[src/rtl/pfifo_tx.sv]
module pfifo_tx #(
  parameter int PWORD_BYTES = 2,
  parameter int DEPTH       = 8,
  parameter int SLW         = 4
) (
  input  logic                     clk,
  input  logic                     rst_n,
  input  logic [2:0]               mode,
  input  logic                     wr_en,
  input  logic [8*PWORD_BYTES-1:0] wr_data,
  input  logic [SLW-1:0]           strobe_len,
  input  logic                     busy_in,
  output logic                     dma_req,
  output logic                     fifo_empty,
  output logic                     fifo_full,
  output logic                     overflow,
  output logic                     xfer_done,
  output logic [7:0]               pio_data,
  output logic                     pio_nstrobe
);
  localparam int PW = 8 * PWORD_BYTES;
  localparam int AW = (DEPTH > 1) ? $clog2(DEPTH) : 1;
  localparam int CW = $clog2(DEPTH + 1);
  localparam int IW = (PWORD_BYTES > 1) ? $clog2(PWORD_BYTES) : 1;
  localparam logic [2:0] FIFO_MODE = 3'b010;

  typedef enum logic [1:0] {S_IDLE, S_SETUP, S_STB, S_WAIT} st_t;

  st_t             st;
  logic [PW-1:0]   mem [DEPTH];
  logic [AW-1:0]   wptr, rptr;
  logic [CW-1:0]   count;
  logic [IW-1:0]   idx;
  logic [SLW-1:0]  scnt;
  logic [7:0]      data_q;
  logic            ovf_q;

  logic active, do_wr, last_byte, do_pop;
  logic [PW-1:0] head_word;
  logic [7:0]    head_byte;

  assign active     = (mode == FIFO_MODE);
  assign fifo_empty = (count == '0);
  assign fifo_full  = (count == CW'(DEPTH));
  assign dma_req    = active && !fifo_full;
  assign xfer_done  = fifo_empty && !busy_in;
  assign overflow   = ovf_q;
  assign pio_data   = data_q;
  assign pio_nstrobe = (st != S_STB);

  assign do_wr      = active && wr_en && !fifo_full;
  assign last_byte  = (idx == IW'(PWORD_BYTES - 1));
  assign do_pop     = active && (st == S_STB) && (scnt == '0) && last_byte;
  assign head_word  = mem[rptr];
  assign head_byte  = 8'(head_word >> {idx, 3'b000});

  function automatic logic [AW-1:0] ptr_inc(input logic [AW-1:0] p);
    return (p == AW'(DEPTH - 1)) ? '0 : p + 1'b1;
  endfunction

  always_ff @(posedge clk) begin
    if (do_wr) mem[wptr] <= wr_data;
  end

  always_ff @(posedge clk or negedge rst_n) begin
    if (!rst_n) begin
      st     <= S_IDLE;
      wptr   <= '0;
      rptr   <= '0;
      count  <= '0;
      idx    <= '0;
      scnt   <= '0;
      data_q <= '0;
      ovf_q  <= 1'b0;
    end else if (!active) begin
      st    <= S_IDLE;
      wptr  <= '0;
      rptr  <= '0;
      count <= '0;
      idx   <= '0;
    end else begin
      if (wr_en && fifo_full) ovf_q <= 1'b1;
      unique case (st)
        S_IDLE:
          if (!fifo_empty && !busy_in) begin
            data_q <= head_byte;
            st     <= S_SETUP;
          end
        S_SETUP: begin
          scnt <= (strobe_len == '0) ? '0 : strobe_len - 1'b1;
          st   <= S_STB;
        end
        S_STB:
          if (scnt == '0) begin
            st <= S_WAIT;
            if (last_byte) begin
              idx  <= '0;
              rptr <= ptr_inc(rptr);
            end else begin
              idx <= idx + 1'b1;
            end
          end else begin
            scnt <= scnt - 1'b1;
          end
        S_WAIT:
          if (!busy_in) st <= S_IDLE;
        default: st <= S_IDLE;
      endcase
      if (do_wr) wptr <= ptr_inc(wptr);
      case ({do_wr, do_pop})
        2'b10:   count <= count + 1'b1;
        2'b01:   count <= count - 1'b1;
        default: count <= count;
      endcase
    end
  end

  a_r5_data_before_strobe: assert property (@(posedge clk) disable iff (!rst_n)
    $fell(pio_nstrobe) |-> $stable(pio_data));

  a_r5_data_held_in_strobe: assert property (@(posedge clk) disable iff (!rst_n)
    !pio_nstrobe |-> $stable(pio_data));

  a_r7_start_needs_idle_busy: assert property (@(posedge clk) disable iff (!rst_n)
    $fell(pio_nstrobe) |-> !$past(busy_in, 2));

  a_r3_no_overflow: assert property (@(posedge clk) disable iff (!rst_n)
    (active && wr_en && fifo_full) |=> overflow);

  a_r3_sticky: assert property (@(posedge clk) disable iff (!rst_n)
    overflow |=> overflow);

  a_r8_req_not_full: assert property (@(posedge clk) disable iff (!rst_n)
    dma_req |-> (!fifo_full && active));

  a_r10_flush_idle: assert property (@(posedge clk) disable iff (!rst_n)
    !active |=> (pio_nstrobe && fifo_empty));

  a_r2_status_exclusive: assert property (@(posedge clk) disable iff (!rst_n)
    !(fifo_empty && fifo_full));
endmodule

[config.mk]
export PLATFORM = sky130hd
export DESIGN_NAME = pfifo_tx
export DESIGN_NICKNAME = d
export VERILOG_FILES = /design/src/rtl/pfifo_tx.sv
export SDC_FILE = /design/constraint.sdc
export NUM_CORES = 1
export LEC_CHECK = 0
export ABC_AREA = 1
export BUFFER_PORTS_ARGS = -buffer_cell sky130_fd_sc_hd__buf_2
export CORE_MARGIN = 3
export CORE_UTILIZATION = 60
export DETAILED_ROUTE_END_ITERATION = 8
export GPL_ROUTABILITY_DRIVEN = 0
export PLACE_DENSITY = 0.8
export SLEW_MARGIN = 30
export SYNTH_ARGS = -nofsm -noshare
export SYNTH_HDL_FRONTEND = slang
export SYNTH_SLANG_ARGS = --single-unit
[constraint.sdc]
create_clock -name clk -period 5.4 [get_ports clk]
set_clock_uncertainty 0.15 [all_clocks]
set_input_delay 0.54 -clock clk [delete_from_list [all_inputs] [get_ports clk]]
set_output_delay 0.54 -clock clk [all_outputs]
set_load 0.05 [all_outputs]
==> results.md, run 1 <==
- Die H: 111 um
- Critical path buffer and inverter count: 2
- Mapped Cells: 550
- Core ar.: 10,500 um2
- Most frequent cell after synthesis: edfxtp_1
- Unrepaired setup endpoints after global routing: no
- Initial cell density of the core: between 60% and 70%
- Setup crit start kind: flip-flop
- Setup violators final: 0
- Syn avg cell area: 12.0 um2
- P per Cell Area: ~350 nW/um2
- DRC viols: 0
- Avg WL per Cell: ~19 um
- Vias post-DR: ~4,500
- Pre-CTS WS: approximately 2500 ps
- Post-synth EDFFs: 128
- Largest stage delay on the critical path: between 600 and 700 ps
- CTS Sinks: 154
- Yosys top cell area share: about three fifths
- Critical path cell sequence: buf_12 -> clkinv_2 -> o21ai_0 -> o211ai_1 -> o211ai_1 -> nand2_1 -> nand2_2 -> o21ai_2
- Post-synth top cells: edfxtp_1 (128), nor2_1 (106), o21ai_0 (79), nand2_1 (36), o211ai_1 (35)
- Hold Path Depth: 1
- Dominant cells by area after synthesis: edfxtp_1 (58%), dfrtp_1 (9.9%), nor2_1 (6.0%)
- Max-slew violations: 0
- Gr usage total: 24.7%
- Die area: 12,300 um2
- Post-synthesis cell type count: 37
- NetSw: 0.633 mW
- R2R Path Start: rptr[0]
- Worst reg-to-reg setup slack: 2550 ps
- Layout cells sized above 1: 16.7%
- Worst Path Required: 5650 ps
- Max clock buf depth: 2
- Pint: 1.94 mW
- Worst setup path category: reg2reg
- Main synth FF type: edfxtp_1
- Rows: 37
- Worst slew pin tran: 931 ps
- WHS Endpoint: mem[0][15]
- Max_cap viols: 0
- Hold WC Path Type: in2reg
- Top Family by Delay on Critical Path: buffers and inverters
- Root Driver: clkbuf_8
- Largest net degree at the start of global routing: 66
- Final Hold Violating Endpoints: 0
- Final WL: 14,400 um
- Final worst slack: 2550 ps
- Worst-Skew Late Latency: 530 ps
- H-tree Lvls: 4
- Fmax: around 350 MHz
- Maximum VDD drop: 0.000350 V
- Worst Path Max Fanout: 65
- Clk pwr share: between 30% and 40%
- P_leak: 2.71 nW
- Antenna diodes: 0
- 1st-iter DRT viols: approximately 530
- Post-CTS Setup Bufs: 0
- Final TNS setup: 0 ps
- Hold path startpoint: wr_data[15]
- Seq/Total Area, Yosys: about two thirds
- TritonRoute pass-1 iters: 5
- Share of power burned in registers: 52.2%
- First-pass GRT wire length: 23,400 um
- DR vias/cell: ~6.0
- Mapped Area: roughly 6600 um2
- Vias in the first global route: 4,408
- Final min period: 2850 ps
- Relative slew slack: 37.9%
- Buffers added on ports: 40
- Reg clk slew, reported paths: around 60 ps
- Synth-to-Final Area Change: 12.6%
- Crit-path slowest cell: dfrtp_2
- Synth warn: 0
- Ports: 41
- Antenna Nets Post-Route: 0
- Cell mode on critical path: o211ai_1
- Crit end category: flip-flop
- Mapped Nets: 590
- Sw Share: 24.6%
- Initial antenna violation count: 0
- Final worst path period share: 52.8%
- Arr. time, crit path: 3100 ps
- Grt total ovfl: 0
- CTS tree: built
- Final nets: 634
- Comb pwr share: between 8 and 9%
- Most area-hungry cell type in the Yosys netlist: edfxtp_1
- Reg2Reg Depth: 8
- Synth async-reset ratio: 16.9%
- Reg2reg end: pio_data[2]
- Status: finished clean
- HPWL Detailed: 8700 um
- Die Wd: 111 um
- FF+latch count, synth: 154
- Total CTS buffers: 17
worst max path at each step:
stage	start	endpoint	slack, ps	depth (start not counted)
global route	rptr[0]	pio_data[2]	2280	8
CTS	st[0]	pio_nstrobe	2710	4
floorplan	mode[0]	mem[0][0]	2480	7
global placement	rptr[0]	pio_data[2]	2510	7
finish	rptr[0]	pio_data[2]	2550	8
detailed placement	mode[0]	mem[1][11]	2500	9
cell families after synthesis:
kind of cell    Yosys count  synth area share (%)
simple gates            177                  11.9
flops                   154                  68.2
compound gates          145                  13.0
buf+inv                  58                  4.04
fa+ha+maj                13                  2.47
xor+xnor                  3                 0.399
routing by layer:
metal / vias up / track usage [%] / wire length [um]
li1: 2073 / - / -
met1: 2165 / 32.3 / 5910
met2: 204 / 40.1 / 7230
met3: 25 / 6.22 / 998
met4: 0 / 9.44 / 277
met5: - / 0 / 0
per-stage QoR:
step / cells / utilization, % / hold WS [ps] / area, um2 / power [mW]
after floorplan: 550 / - / 94.4 / 6590 / 1.51
after global placement: 709 / 65.6 / 301 / 6890 / 1.57
after detailed placement: 710 / 65.8 / 309 / 6910 / 1.58
after CTS: 742 / 70.6 / 106 / 7420 / 2.59
after global routing: 742 / 70.6 / 119 / 7420 / 2.67
final: 742 / 70.6 / 130 / 7420 / 2.57
registers in the layout (all words and copies together), names as in the netlist:
register and flops:
count 4, idx 1, mem 128, overflow 1, pio_data 8, rptr 3
scnt 4, st 2, wptr 3
layout by cell type (no fill, tap or decap), types with 4 or more instances in the layout:
cell type	netlist	final
clkinv_2	0	4
buf_4	7	9
nand2_2	4	4
ha_1	13	13
clkbuf_16	0	16
o22ai_1	13	13
edfxtp_1	128	128
clkinv_1	2	5
nand3_1	15	15
o21ai_0	79	79
o211ai_1	35	35
dfrtp_1	26	25
inv_6	0	4
a31oi_1	7	7
nor2_1	106	106
nor2_4	4	4
inv_1	26	26
buf_2	6	40
nand2_1	36	36
cell type report:
cell class | instances | area, um2
fillers | 700 | 3090
inverters | 32 | 121
clock inverters | 11 | 70.1
clock buffers | 20 | 425
multi-input cells | 338 | 1840
repair buffers | 51 | 298
flip-flops and latches | 154 | 4500
well taps | 136 | 170
power by group through the flow:
stage	Sequential, mW	Clock, mW	Combinational [mW]
finish	1.34	1.01	0.217
global route	1.35	1.08	0.239
CTS	1.34	1.03	0.218
detailed placement	1.37	0	0.216
global placement	1.37	0	0.206
floorplan	1.41	0	0.0995
repair_timing:
action	4_1_cts	5_1_grt
setup endpoints to repair	0	0
resized for setup	0	0
hold buffers	1	0
endpoints found under the hold margin	26	0
No activity file was read; power rests on OpenSTA's default activity.
==> inputs of run 2 (changes only) <==
==> constraint.sdc (replaced) <==
create_clock -name clk -period 2.68 [get_ports clk]
set_clock_uncertainty 0.15 [all_clocks]
set_input_delay 0.268 -clock clk [delete_from_list [all_inputs] [get_ports clk]]
set_output_delay 0.268 -clock clk [all_outputs]
set_load 0.05 [all_outputs]
==> run 2 against run 1 <==
- clock power rose to 2.6 times the previous value
- first-iteration DRC count down 18%
- critical path depth up 5
- cell count up 4.3%
- sequential share of layout area down 3.4 points
- critical path type unchanged
- largest cell class unchanged
==> results.md, run 2 (synthesis gave the netlist of run 1 again) <==
- Fin Hold WS: 53.2 ps (-77.0 ps)
- Critical path cell sequence: inv_1 -> ha_1 -> nand4_1 -> nor2_4 -> nand2_2 -> inv_2 -> ha_1 -> inv_1 -> nor2_1 -> nor2_1 -> nand3_1 -> nand3_1 -> nand2_1
- P per Cell Area: 732 nW/um2 (+110%)
- Crit end category: flip-flop
- Final WL: 14,500 um (+0.59%)
- Most frequent cells in the layout: edfxtp_1 (128), nor2_1 (106), o21ai_0 (79)
- Setup violators final: 0 (unchanged)
- P_leak: 2.93 nW (+7.8%)
- Final nets: 665 (+4.9%)
- Final worst slack: 265 ps (-2290 ps)
- Final worst path period share: 90.1% (+37 points)
- Gr usage total: 24.4% (-0.26 points)
- TritonRoute pass-1 iters: 5 (unchanged)
- Maximum VDD drop: 0.000542 V (+55%)
- Ports: 41 (unchanged)
- Unrepaired setup endpoints after global routing: no
- Largest net degree at the start of global routing: 67 (+1.5%)
- First-pass GRT wire length: 23,200 um (-1.1%)
- Max clock buf depth: 2 (unchanged)
- Max-slew violations: 0 (unchanged)
- CTS Sinks: 154 (unchanged)
- Worst Path Max Fanout: 7 (-89%)
- Synth-to-Final Area Change: 19.2%
- Pre-CTS WS: 300 ps (-2210 ps)
- Relative slew slack: 59.0% (+21 points)
- Post-CTS Setup Bufs: 0 (unchanged)
- Arr. time, crit path: 2680 ps (-420 ps)
- Worst Path Required: 2940 ps (-2710 ps)
- Root Driver: clkbuf_8
- Max reg flops: 128 (unchanged)
- Final min period: 2420 ps (-434 ps)
- Placed cells: 722 (+1.7%)
- Grt total ovfl: 0 (unchanged)
- Vias in the first global route: 4,627 (+5.0%)
- H-tree Lvls: 4 (unchanged)
- Die Wd: 111 um (unchanged)
- Worst setup path category: reg2reg
- CTS tree: built
- Final Hold Violating Endpoints: 0 (unchanged)
- Final TNS setup: 0 ps (unchanged)
- Worst-Skew Late Latency: 520 ps (about the same)
- Avg WL per Cell: 18.7 um (-3.6%)
- Max_cap viols: 0 (unchanged)
- Final non-filler cell total: 774 (+4.3%)
- Rows: 37 (unchanged)
- Layout cells sized above 1: 18.5% (+1.8 points)
- DP Area: 7000 um2 (+1.3%)
- Reg clk slew, reported paths: 60 ps (about the same)
- Worst slew pin tran: 615 ps (-315 ps)
- Antenna diodes: 0 (unchanged)
- Antenna Nets Post-Route: 0 (unchanged)
- 1st-iter DRT viols: 432 (-18%)
- Fmax: 414 MHz (+18%)
- Initial antenna violation count: 0 (unchanged)
- Reg with most FFs: mem
- Die area: 12,300 um2 (unchanged)
- Buffers added on ports: 40 (unchanged)
- DRC viols: 0 (unchanged)
- Largest stage delay on the critical path: 420 ps (-250 ps)
- Design area: 7860 um2 (+5.9%)
- HPWL Detailed: 8560 um (-1.6%)
- Total power: 5.75 mW (+120%)
- Total CTS buffers: 17 (unchanged)
- Most common cell after layout, fill and taps aside: edfxtp_1
- Hold WC Path Type: in2reg
- Vias post-DR: 4,639 (+3.9%)
- Setup crit start kind: flip-flop
- Final core occ: 74.7% (+4.1 points)
- Status: finished clean
- Initial cell density of the core: 62.7% (unchanged)
- Die H: 111 um (unchanged)
- DR vias/cell: 5.99 (-0.44%)
- Crit-path slowest cell: dfrtp_1
- Core ar.: 10,500 um2 (unchanged)
[run 2: changes by cell type in the layout (fill, tap and decap cells not counted), moves of 3 or more]
cell and change:
inv_6 -3, clkinv_2 -3, clkinv_1 -3, clkbuf_8 +3, bufinv_16 +5, buf_4 +12
dlygate4sd3_1 +19
[run 2: final cells by class]
class / instances / area, um2
Fill cell: 641 / 2650
Sequential cell: 154 / 4500
Multi-Input combinational cell: 338 / 1840
Inverter: 32 / 120
Timing Repair Buffer: 82 / 578
Clock buffer: 22 / 463
Tap cell: 136 / 170
Clock inverter: 10 / 189
[run 2: critical path: cells and delay by family (launching register included)]
family        cells  cell delay (ps)
simple gates      8              910
fa+ha+maj         2              540
flops             1              420
buf+inv           3              310
[run 2: repair_timing]
action                                 in CTS  in global routing
gates resized for setup                     0                  0
hold buffers                               20                  0
endpoints found under the hold margin     157                  0
[run 2: power breakdown]
part,switching [mW],total [mW],internal (mW)
sequential,0.0400,2.69,2.65
combinational,0.324,0.470,0.146
clock,0.901,2.59,1.69
total,1.27,5.75,4.49
[run 2: worst paths after layout]
kind	slack, ps	startpoint	to	cells after the start
hold / removal	50	strobe_len[1]	scnt[1]	5
max in group asynchronous	1790	rst_n	rptr[0]	2
hold reg to reg	340	overflow	overflow	1
setup / recovery	260	st[0]	count[3]	13
setup reg to reg	260	st[0]	count[3]	13
min in group asynchronous	140	rst_n	overflow	2
[run 2: metal layers]
metal / vias to the layer above / GRT usage (%) / part of all wire [%]
li1: 2133 / - / -
met1: 2226 / 31.2 / 40
met2: 234 / 39.9 / 49
met3: 46 / 4.75 / 8.2
met4: 0 / 12.6 / 2.8
met5: - / 0 / 0
